[src/rtl/uflag_pkg.sv]
package uflag_pkg;
  localparam int NFLAG = 8;
  localparam int B_TXE = 7;
  localparam int B_TXC = 6;
  localparam int B_RXR = 5;
  localparam int B_IDL = 4;
  localparam int B_OVR = 3;
  localparam int B_NSE = 2;
  localparam int B_FRM = 1;
  localparam int B_PAR = 0;
  localparam logic [NFLAG-1:0] TX_GRP = 8'hC0;
  localparam logic [NFLAG-1:0] RX_GRP = 8'h3F;
  localparam logic [NFLAG-1:0] STAT_RST = 8'hC0;
  localparam int NIRQ = 5;
endpackage

[src/rtl/uflag_clear_seq.sv]
module uflag_clear_seq
  import uflag_pkg::*;
(
  input  logic             clk,
  input  logic             rst,
  input  logic             stat_rd,
  input  logic             data_rd,
  input  logic             data_wr,
  input  logic [NFLAG-1:0] flags,
  output logic [NFLAG-1:0] clr
);
  logic [NFLAG-1:0] arm_q;
  logic [NFLAG-1:0] arm_d;

  always_comb begin
    clr = '0;
    if (data_rd) clr = clr | (arm_q & RX_GRP);
    if (data_wr) clr = clr | (arm_q & TX_GRP);
  end

  always_comb begin
    arm_d = arm_q;
    if (stat_rd) begin
      arm_d = flags;
    end else begin
      if (data_rd) arm_d = arm_d & ~RX_GRP;
      if (data_wr) arm_d = arm_d & ~TX_GRP;
    end
  end

  always_ff @(posedge clk) begin
    if (rst) arm_q <= '0;
    else     arm_q <= arm_d;
  end
endmodule

[src/rtl/uflag_tx.sv]
module uflag_tx #(
  parameter int DW = 8
) (
  input  logic          clk,
  input  logic          rst,
  input  logic          ev_load,
  input  logic          ev_done,
  input  logic          ev_special,
  input  logic          wr,
  input  logic [DW-1:0] wdata,
  input  logic          clr_txe,
  input  logic          clr_txc,
  output logic          txe,
  output logic          txc,
  output logic [DW-1:0] txbuf
);
  logic txe_d, txc_d;

  always_comb begin
    txe_d = txe & ~clr_txe;
    if (ev_load && !txe) txe_d = 1'b1;
    txc_d = txc & ~clr_txc;
    if (ev_done && !ev_special) txc_d = 1'b1;
  end

  always_ff @(posedge clk) begin
    if (rst) begin
      txe   <= 1'b1;
      txc   <= 1'b1;
      txbuf <= '0;
    end else begin
      txe <= txe_d;
      txc <= txc_d;
      if (wr) txbuf <= wdata;
    end
  end
endmodule

[src/rtl/uflag_rx.sv]
module uflag_rx
  import uflag_pkg::*;
#(
  parameter int DW = 8
) (
  input  logic          clk,
  input  logic          rst,
  input  logic          ev_word,
  input  logic [DW-1:0] shift_data,
  input  logic          noise,
  input  logic          ferr,
  input  logic          perr,
  input  logic          ev_idle,
  input  logic [5:0]    clr,
  output logic [5:0]    flags,
  output logic [DW-1:0] rx_data
);
  logic [5:0] fl_d;
  logic       xfer, ovr, idle_arm_q, idle_arm_d;

  always_comb begin
    fl_d = flags & ~clr;
    xfer = ev_word & ~fl_d[B_RXR];
    ovr  = ev_word &  fl_d[B_RXR];
    if (xfer) begin
      fl_d[B_RXR] = 1'b1;
      fl_d[B_NSE] = fl_d[B_NSE] | noise;
      fl_d[B_FRM] = fl_d[B_FRM] | ferr;
      fl_d[B_PAR] = fl_d[B_PAR] | perr;
    end
    if (ovr) fl_d[B_OVR] = 1'b1;
    if (ev_idle && idle_arm_q) fl_d[B_IDL] = 1'b1;
    if (xfer)             idle_arm_d = 1'b1;
    else if (clr[B_IDL])  idle_arm_d = 1'b0;
    else                  idle_arm_d = idle_arm_q;
  end

  always_ff @(posedge clk) begin
    if (rst) begin
      flags      <= '0;
      rx_data    <= '0;
      idle_arm_q <= 1'b1;
    end else begin
      flags      <= fl_d;
      idle_arm_q <= idle_arm_d;
      if (xfer) rx_data <= shift_data;
    end
  end
endmodule

[src/rtl/uflag_irq.sv]
module uflag_irq #(
  parameter int NSRC = 5
) (
  input  logic            clk,
  input  logic            rst,
  input  logic [NSRC-1:0] src,
  input  logic [NSRC-1:0] en,
  output logic            irq
);
  logic [NSRC-1:0] hit;

  for (genvar g = 0; g < NSRC; g++) begin : g_src
    assign hit[g] = src[g] & en[g];
  end

  always_ff @(posedge clk) begin
    if (rst) irq <= 1'b0;
    else     irq <= |hit;
  end
endmodule

[src/rtl/uart_flag_ctrl.sv]
module uart_flag_ctrl
  import uflag_pkg::*;
#(
  parameter int DW = 8
) (
  input  logic          clk,
  input  logic          rst,
  input  logic          ev_tx_load,
  input  logic          ev_tx_done,
  input  logic          ev_tx_special,
  input  logic          ev_rx_word,
  input  logic [DW-1:0] rx_shift_data,
  input  logic          rx_noise,
  input  logic          rx_frame_err,
  input  logic          rx_parity_err,
  input  logic          ev_rx_idle,
  input  logic          bus_sel_stat,
  input  logic          bus_sel_data,
  input  logic          bus_rd,
  input  logic          bus_wr,
  input  logic [DW-1:0] bus_wdata,
  input  logic          en_tx_empty,
  input  logic          en_tx_done,
  input  logic          en_rx,
  input  logic          en_idle,
  input  logic          en_parity,
  output logic [7:0]    stat_q,
  output logic [DW-1:0] rx_data_q,
  output logic [DW-1:0] tx_data_q,
  output logic          irq
);
  logic             stat_rd, data_rd, data_wr;
  logic [NFLAG-1:0] clr;
  logic             txe, txc;
  logic [5:0]       rxf;
  logic [NIRQ-1:0]  isrc, ien;

  assign stat_rd = bus_sel_stat & bus_rd;
  assign data_rd = bus_sel_data & bus_rd;
  assign data_wr = bus_sel_data & bus_wr;
  assign stat_q  = {txe, txc, rxf};

  uflag_clear_seq u_seq (
    .clk(clk), .rst(rst), .stat_rd(stat_rd), .data_rd(data_rd),
    .data_wr(data_wr), .flags(stat_q), .clr(clr)
  );

  uflag_tx #(.DW(DW)) u_tx (
    .clk(clk), .rst(rst), .ev_load(ev_tx_load), .ev_done(ev_tx_done),
    .ev_special(ev_tx_special), .wr(data_wr), .wdata(bus_wdata),
    .clr_txe(clr[B_TXE]), .clr_txc(clr[B_TXC]),
    .txe(txe), .txc(txc), .txbuf(tx_data_q)
  );

  uflag_rx #(.DW(DW)) u_rx (
    .clk(clk), .rst(rst), .ev_word(ev_rx_word), .shift_data(rx_shift_data),
    .noise(rx_noise), .ferr(rx_frame_err), .perr(rx_parity_err),
    .ev_idle(ev_rx_idle), .clr(clr[5:0]), .flags(rxf), .rx_data(rx_data_q)
  );

  assign isrc = {txe, txc, rxf[B_RXR] | rxf[B_OVR], rxf[B_IDL], rxf[B_PAR]};
  assign ien  = {en_tx_empty, en_tx_done, en_rx, en_idle, en_parity};

  uflag_irq #(.NSRC(NIRQ)) u_irq (
    .clk(clk), .rst(rst), .src(isrc), .en(ien), .irq(irq)
  );
endmodule

[config.mk]
export PLATFORM = sky130hd
export DESIGN_NAME = uart_flag_ctrl
export DESIGN_NICKNAME = d
export VERILOG_FILES = /design/src/rtl/uflag_pkg.sv /design/src/rtl/uflag_clear_seq.sv /design/src/rtl/uflag_tx.sv /design/src/rtl/uflag_rx.sv /design/src/rtl/uflag_irq.sv /design/src/rtl/uart_flag_ctrl.sv
export SDC_FILE = /design/constraint.sdc
export NUM_CORES = 1
export LEC_CHECK = 0
export ABC_AREA = 1
export CORE_ASPECT_RATIO = 1.5
export CORE_UTILIZATION = 25
export DETAILED_ROUTE_END_ITERATION = 8
export GPL_TIMING_DRIVEN = 0
export PLACE_DENSITY = 0.51
export SLEW_MARGIN = 20
export SYNTH_ARGS = -nofsm -noshare
export SYNTH_HDL_FRONTEND = slang
export SYNTH_SLANG_ARGS = --single-unit
[constraint.sdc]
create_clock -name clk -period 1.05 [get_ports clk]
set_clock_uncertainty 0.2 [all_clocks]
set_input_delay 0.21 -clock clk [delete_from_list [all_inputs] [get_ports clk]]
set_output_delay 0.21 -clock clk [all_outputs]
set_load 0.02 [all_outputs]
* Word-level counts from Yosys, hierarchy flattened
Index checks and enable logic that the tools add are counted.
** Storage, ports and cells
- Memories :: 0
- Output and inout port bits :: 25
- Register bits :: 34
- Bits of input ports :: 35
- Memory bits (read-only) :: 0
- Latch bits :: 0
- RAM bits :: 0
** Operators by class
- Reductions and logical operators :: 10
- Shift-type cells :: 0
- $add $sub $neg :: 0
- Multiplexer cells :: 9
- Eq/ne operators :: 0
- Multipliers :: 0
- Bitwise operators :: 22
- Divide/modulo/power cells :: 0
- Magnitude comparators :: 0
** Operators by type and width (number)
- 2-to-1 mux 8 bit :: 3
- bitwise AND 1 bit :: 12
- 2-to-1 mux 6 bit :: 2
- bitwise OR 8 bit :: 1
- bitwise AND 6 bit :: 1
- NOT 6 bit :: 1
- OR reduction 2 bit :: 3
- OR reduction 5 bit :: 1
- bitwise OR 1 bit :: 4
- logical AND 1 bit :: 3
- 2-to-1 mux 1 bit :: 3
- 2-to-1 mux 3 bit :: 1
- NOT 1 bit :: 3
- zero test 1 bit :: 2
- nonzero test 2 bit :: 1

* Logic depth before layout (Yosys ltp)
Gate-level depths: netlist of the first run.
- Depth in word-level cells :: 9
- Gate-level depth with buffers :: 6
- Depth with buffers taken out :: 5

* Hierarchy
From an unflattened synthesis of the first run, not the netlist that was laid out.
** Unflattened totals
- Cell total of the unflattened synthesis :: 224
- Area, all modules :: 1579.0 um2
** By module, submodules not included
- uflag_rx :: area an instance 644.4 um2, seq. area each 300.3 um2, times used 1, cells an instance 88
- uflag_tx :: area an instance 427.9 um2, seq. area each 200.2 um2, times used 1, cells an instance 63
- uflag_clear_seq :: area an instance 400.4 um2, seq. area each 160.2 um2, times used 1, cells an instance 52
- uflag_irq :: area an instance 57.6 um2, seq. area each 20.0 um2, times used 1, cells an instance 10
- uart_flag_ctrl :: area an instance 48.8 um2, seq. area each 0.0 um2, times used 1, cells an instance 11

* Worst setup path after synthesis of the first run
Ideal clock, no wire load.
- Path kind :: flip-flop to flip-flop
- From :: reg u_rx.flags[5]
- To :: reg u_rx.rx_data[2]
- Data required time :: 735 ps
- Arrival :: 900 ps
- Clock period less this slack :: 1215 ps
- Path buffers :: 1
- Setup time :: 115 ps
- Cell stages (with the launch flop) :: 5
- Setup slack :: -165 ps
- Cell sequence :: dfxtp_1 -> nand2_2 -> buf_6 -> a21oi_1 -> nor2_1
** On the way
- Cells in the longest elaborated chain, start to end :: 3
** RTL lines
- from (decl) :: RTL line uflag_rx.sv:15 : output logic [5:0] flags,
- from (signal assigned) :: RTL line uflag_rx.sv:44 : flags <= fl_d;
- bitwise AND 6 bit :: RTL line uflag_rx.sv:22 : fl_d = flags & ~clr;
- NOT 1 bit :: RTL line uflag_rx.sv:23 : xfer = ev_word & ~fl_d[B_RXR];
- bitwise AND 1 bit :: RTL line uflag_rx.sv:23
- to (signal assigned) :: RTL line uflag_rx.sv:46 : if (xfer) rx_data <= shift_data;
- to (decl) :: RTL line uflag_rx.sv:16 : output logic [DW-1:0] rx_data
No other way between the ends.
A chain may end at the register's enable or synchronous reset.

* Final worst setup path of the first run
- From :: reg u_tx.txc
- To :: out stat_q[6]
** RTL lines
- from (decl) :: RTL line uflag_tx.sv:14 : output logic txc,
- from (signal assigned) :: RTL line uflag_tx.sv:33 : txc <= txc_d;
- to (decl) :: RTL line uart_flag_ctrl.sv:27 : output logic [7:0] stat_q,
No word-level cell between the ends.

==> flow_summary.toml, run 1 <==
[status]
status = "finished with violations"
violations = "negative setup slack"

[worst_setup_path]
path_max_fanout = 2
worst-setup-path-type = "flip-flop to primary output"
setup.worst_path.start = "u_tx.txc$_SDFF_PP1_"
arrival_ns = 0.82
rr_endpoint = "u_rx.rx_data[2]$_SDFFE_PP0P_"
regToRegSetupSlack_ns = -0.12
cp.required_ns = 0.64
critPathLaunchType = "flip-flop"
r2r-start = "u_seq.arm_q[5]$_SDFFE_PP0P_"
reg2reg_depth = 6
end_kind = "primary output"
cp-endpoint = "stat_q[6]"

[route]
avgRoutedWirePerCell_um = 11.8
wl_met3_um = 200
wirelength_um = 4030
ant_nets = 0
dr.first_iter.drc_count = 64
vias = 1477
wl_met1_um = 1740
drc = 0
drtPass1Iterations = 4
wl_met2_um = 2020
avgViaCountPerCell = 4.32
highest_layer = "met4"

[grt]
overflow = 0
grt_pass1_vias = 1454
grt_max_degree = 11
grt_use_total_pct = 14.8
grt_first_pass_wirelength_um = 6670
antenna_found_initial = 0

[yosys]
seq_area_frac_synth_pct = 49.0
synth_top_area_share_pct = 49.0
synth_fp_nets = 218
ys_types = 15
synth.area.top_cells = "dfxtp_1, nand2_1, a21oi_1, nor2_1, nand3_1"
syn-cell-area_um2 = 1390
netlist_instances = 183
ys_seq_elements = 34
synth.avg_cell_area_um2 = 7.60
yosysWarnings = 0
yosysTopAreaCell = "dfxtp_1"

[die]
die_area_um2 = 5870
ios = 60
initial_utilization_pct = 26.5
rows = 32
die_h_um = 93.3
core_um2 = 5250
die_width_um = 62.9

[place]
place_ws_ns = -0.559
hpwl_um = 2590
gp_congestion = 0.705
io_buffers = 58
dp_cells = 309

[finish]
layout.cells.non_filler = 342
areaGrowthSynthToFinish_pct = 86.5
drive_above_1_share_pct = 46.0
final_cell_mix = "nand2_1, buf_6, clkdlybuf4s50_1"
nFillCells = 544
antenna_cells = 0
finish.utilization_pct = 49.4
layout_commonest_cell = "nand2_1"
finalNetCount = 308

[cts]
clk_pin_slew_ns = 0.06
cts_sinks = 34
cts_max_level = 2
cts_buffers = 5
clock_latency_ns = 0.28
tritoncts = "yes"
clk_path_buf_depth = 2
cts_hold_buf = 3
clockRootBuffer = "clkbuf_8"

[sta]
grt_setup_unrepaired = "yes"
finalSetupViolCount = 38
period_minus_slack_ns = 1.23
tightest_slew_ns = 0.218
setup_ws_ns = -0.183
max-slew-margin-rel_pct = 85.4
finalCritPeriodShare_pct = 117
hold_viol = 0
max_freq_ghz = 0.811
drv_slew = 0

[flow_run]
drv_cap = 0

[power_and_ir_drop]
p_per_area_nw_per_um2 = 1210
ir_drop_uv = 686
leakagePower_nw = 1.12

[worst_hold_path]
min_path_type = "input pin to flip-flop"
==> metrics by stage <==
step	setup TNS [ns]	area, µm²	power, mW	hold slack, ns
finish	-3.60	2590	3.13	0.00165
global route	-5.18	2590	3.33	-0.00206
CTS	-4.01	2520	3.16	-0.00399
detailed placement	-24.33	2080	2.05	0.253
global placement	-24.53	2080	2.05	0.246
floorplan	0	1420	1.74	0.110
==> what timing repair did <==
item,CTS,global route
cloned,2,0
setup endpoints to repair,58,47
buffers inserted,18,3
endpoints found under the hold margin,1,1
pin swaps,6,9
resized for setup,209,12
==> worst max-delay path: stages, from the launching register on <==
cell and delay (ns):
dfxtp_2 0.32, buf_6 0.11, buf_6 0.12
==> cells in the mapped netlist, drive strengths merged <==
library cell,n
a21oi,24
buf,10
dfxtp,34
inv,15
nand2,44
nand3,17
nor2,26
o21ai,13
==> where the power goes <==
group / internal, mW / switching, mW / total, mW
clock network: 0.471 / 0.442 / 0.913
logic: 0.435 / 0.350 / 0.785
registers: 1.38 / 0.0545 / 1.43
==> per-layer routing <==
metal	up-vias	track usage (%)
met5	-	0
met4	0	5.81
met3	6	4.39
li1	763	-
met1	661	17.0
met2	47	25.3
==> worst min-delay path by stage <==
stage,endpoint,slack (ns),start,cells past startpoint
2_1_floorplan,u_tx.txc$_SDFF_PP1_,0.11,ev_tx_special,1
3_3_place_gp,u_seq.arm_q[1]$_SDFFE_PP0P_,0.25,u_seq.arm_q[1]$_SDFFE_PP0P_,2
3_5_place_dp,u_seq.arm_q[1]$_SDFFE_PP0P_,0.25,u_seq.arm_q[1]$_SDFFE_PP0P_,2
4_1_cts,u_irq.irq$_SDFF_PP0_,-0.004,rst,2
5_1_grt,u_irq.irq$_SDFF_PP0_,-0.002,rst,2
6_report,u_irq.irq$_SDFF_PP0_,0.002,rst,2
==> kinds of logic (layout without fill, tap and decap cells) <==
| kind of cell | Yosys count | in the layout | share of synthesized area, % |
|---|---|---|---|
| and+or+nand+nor | 87 | 87 | 27.2 |
| DFF | 34 | 34 | 49.0 |
| buffers and inverters | 25 | 116 | 9.72 |
| AOI/OAI and AO/OA | 37 | 37 | 14.1 |
==> state kept, by name, indices dropped and copies added, names as in the netlist <==
signal / flops
u_seq.arm_q: 8
u_rx.flags: 6
u_rx.rx_data: 8
u_tx.txe: 1
u_irq.irq: 1
u_tx.txbuf: 8
u_rx.idle_arm_q: 1
u_tx.txc: 1
==> cell type report <==
type,instances,area [µm²],share of cell area (%)
sequential,34,716,27.6
timing repair buffer,84,853,32.9
buffer,9,91.3,3.52
multi-input combinational,124,706,27.2
clock buffer,8,80.1,3.09
tap,68,85.1,3.28
inverter,15,61.3,2.36
No activity file was read; power rests on OpenSTA's default activity.
==> inputs of run 2 (changes only) <==
--- a/config.mk
+++ b/config.mk
@@ -6,11 +6,13 @@
 export NUM_CORES = 1
 export LEC_CHECK = 0
 export ABC_AREA = 1
+export CAP_MARGIN = 40
 export CORE_ASPECT_RATIO = 1.5
 export CORE_UTILIZATION = 25
 export DETAILED_ROUTE_END_ITERATION = 8
 export GPL_TIMING_DRIVEN = 0
 export PLACE_DENSITY = 0.51
+export SETUP_SLACK_MARGIN = 0.5
 export SLEW_MARGIN = 20
 export SYNTH_ARGS = -nofsm -noshare
 export SYNTH_HDL_FRONTEND = slang
==> run 2 against run 1 <==
The flow finishes with violations (negative hold slack, negative setup slack). Clock power rose by 7.2%. Count of clock-buffer cells in the layout fell by 1. First-iteration DRC count fell by 61%. Via count fell by 0.27%. Critical path depth did not move. Routed wire length rose by 1.6%. Core utilization rose by 5.8 points. Register-to-register slack barely moved. Non-clock buffer count rose by 3. Largest cell class unchanged. Largest power group unchanged. Highest routed layer unchanged.
==> flow_summary.toml, run 2 (synthesized netlist as in run 1, its figures left out) <==
[power_and_ir_drop]
ir_drop_uv = 578
power_mw = 3.27
leakagePower_nw = 1.23
p_per_area_nw_per_um2 = 1130

[sta]
max_freq_ghz = 0.797
drv_slew = 0
hold_ws_ns = -0.0808
finalSetupViolCount = 39
grt_setup_unrepaired = "yes"
tns_ns = -4.27
max-slew-margin-rel_pct = 85.8
setup_ws_ns = -0.205
hold_viol = 6
finalCritPeriodShare_pct = 120
period_minus_slack_ns = 1.26
tightest_slew_ns = 0.210

[die]
die_width_um = 62.9
ios = 60
core_um2 = 5250
rows = 32
die_area_um2 = 5870
initial_utilization_pct = 26.5
die_h_um = 93.3

[route]
dr.first_iter.drc_count = 25
wirelength_um = 4090
ant_nets = 0
avgViaCountPerCell = 4.27
drtPass1Iterations = 4
vias = 1473
wl_met2_um = 2150
drc = 0
wl_met3_um = 178
highest_layer = "met4"
avgRoutedWirePerCell_um = 11.8
wl_met1_um = 1690

[finish]
antenna_cells = 0
finalNetCount = 311
nFillCells = 493
final_cell_mix = "buf_6, nand2_1, dfxtp_4"
finish.utilization_pct = 55.2
drive_above_1_share_pct = 60.6
areaGrowthSynthToFinish_pct = 108
layout_commonest_cell = "buf_6"
reg_top3 = "u_rx.rx_data: 8 flops, u_seq.arm_q: 8 flops, u_tx.txbuf: 8 flops"

[worst_setup_path]
cp.required_ns = 0.64
arrival_ns = 0.85
worst-setup-path-type = "flip-flop to primary output"
path_max_fanout = 2
critPathLaunchType = "flip-flop"
end_kind = "primary output"

[place]
place_ws_ns = -0.720
hpwl_um = 2660
io_buffers = 58
gp_congestion = 0.727

[status]
violations = "negative hold slack, negative setup slack"
status = "finished with violations"

[cts]
clock_latency_ns = 0.28
cts_max_level = 2
cts_buffers = 5
clockRootBuffer = "clkbuf_8"
cts_sinks = 34
clk_pin_slew_ns = 0.07
tritoncts = "yes"
clk_path_buf_depth = 2

[flow_run]
drv_cap = 0

[worst_hold_path]
min_path_type = "input pin to flip-flop"

[grt]
grt_pass1_vias = 1375
grt_use_total_pct = 15.0
grt_max_degree = 11
antenna_found_initial = 0
overflow = 0
grt_first_pass_wirelength_um = 6530
[run 2: changes by cell type in the layout (fill, tap and decap cells not counted), sizes merged]
cell	change
clkinv	+2
inv	-1
dlygate4sd2	+5
dlygate4sd3	-2
dlymetal6s4s	-1
buf	+10
clkbuf	-2
clkdlybuf4s50	-8
[run 2: path summary, 6_finish.rpt]
path	startpoint	end	slack, ns	cells past startpoint
worst max-delay path	u_tx.txe$_SDFF_PP1_	stat_q[7]	-0.21	2
worst min-delay path	rst	u_seq.arm_q[5]$_SDFFE_PP0P_	-0.08	2
worst max register to register	u_rx.flags[5]$_SDFF_PP0_	u_rx.rx_data[1]$_SDFFE_PP0P_	-0.12	5
worst min register to register	u_rx.idle_arm_q$_SDFFE_PP1P_	u_rx.flags[4]$_SDFF_PP0_	0.25	2
[run 2: layer usage]
metal / GRT usage [%] / up-vias
met5: 0 / -
met4: 6.98 / 0
met3: 4.63 / 4
met2: 25.8 / 38
met1: 16.5 / 657
li1: - / 774
[run 2: report_power, final]
part / switching [mW] / total (mW) / leakage, nW / internal, mW
Sequential: 0.0575 / 1.41 / 0.294 / 1.35
Combinational: 0.397 / 0.882 / 0.889 / 0.484
Clock: 0.451 / 0.979 / 0.0482 / 0.528
[run 2: layout make-up]
| cell class | count | area (µm²) | area share [%] |
|---|---|---|---|
| plain buffers | 10 | 134 | 4.62 |
| clock buffers | 7 | 86.3 | 2.98 |
| clock inverters | 1 | 5.00 | 0.173 |
| inverters | 15 | 86.3 | 2.98 |
| multi-input cells | 124 | 841 | 29.0 |
| flip-flops and latches | 34 | 773 | 26.7 |
| well taps | 68 | 85.1 | 2.94 |
| repair buffers | 86 | 887 | 30.6 |
[run 2: metrics by stage]
| step | cell area, µm² | hold WS, ns | instances |
|---|---|---|---|
| detailed placement | 2260 | 0.211 | 309 |
| CTS | 2720 | -0.0967 | 337 |
| floorplan | 1590 | 0.0885 | 183 |
| global placement | 2260 | 0.208 | 309 |
| finish | 2900 | -0.0808 | 345 |
| global route | 2900 | -0.0967 | 345 |
[run 2: timing repair]
item / CTS / global route
hold endpoints to repair: 6 / 6
endpoints found under the setup margin: 59 / 59
gates resized for setup: 231 / 33
buffers inserted: 17 / 8
pin swaps: 43 / 16
cloned: 3 / 0
[run 2: critical path, cell delays in order (launching register included)]
cell	delay, ns
dfxtp_4	0.34
buf_6	0.11
buf_6	0.12
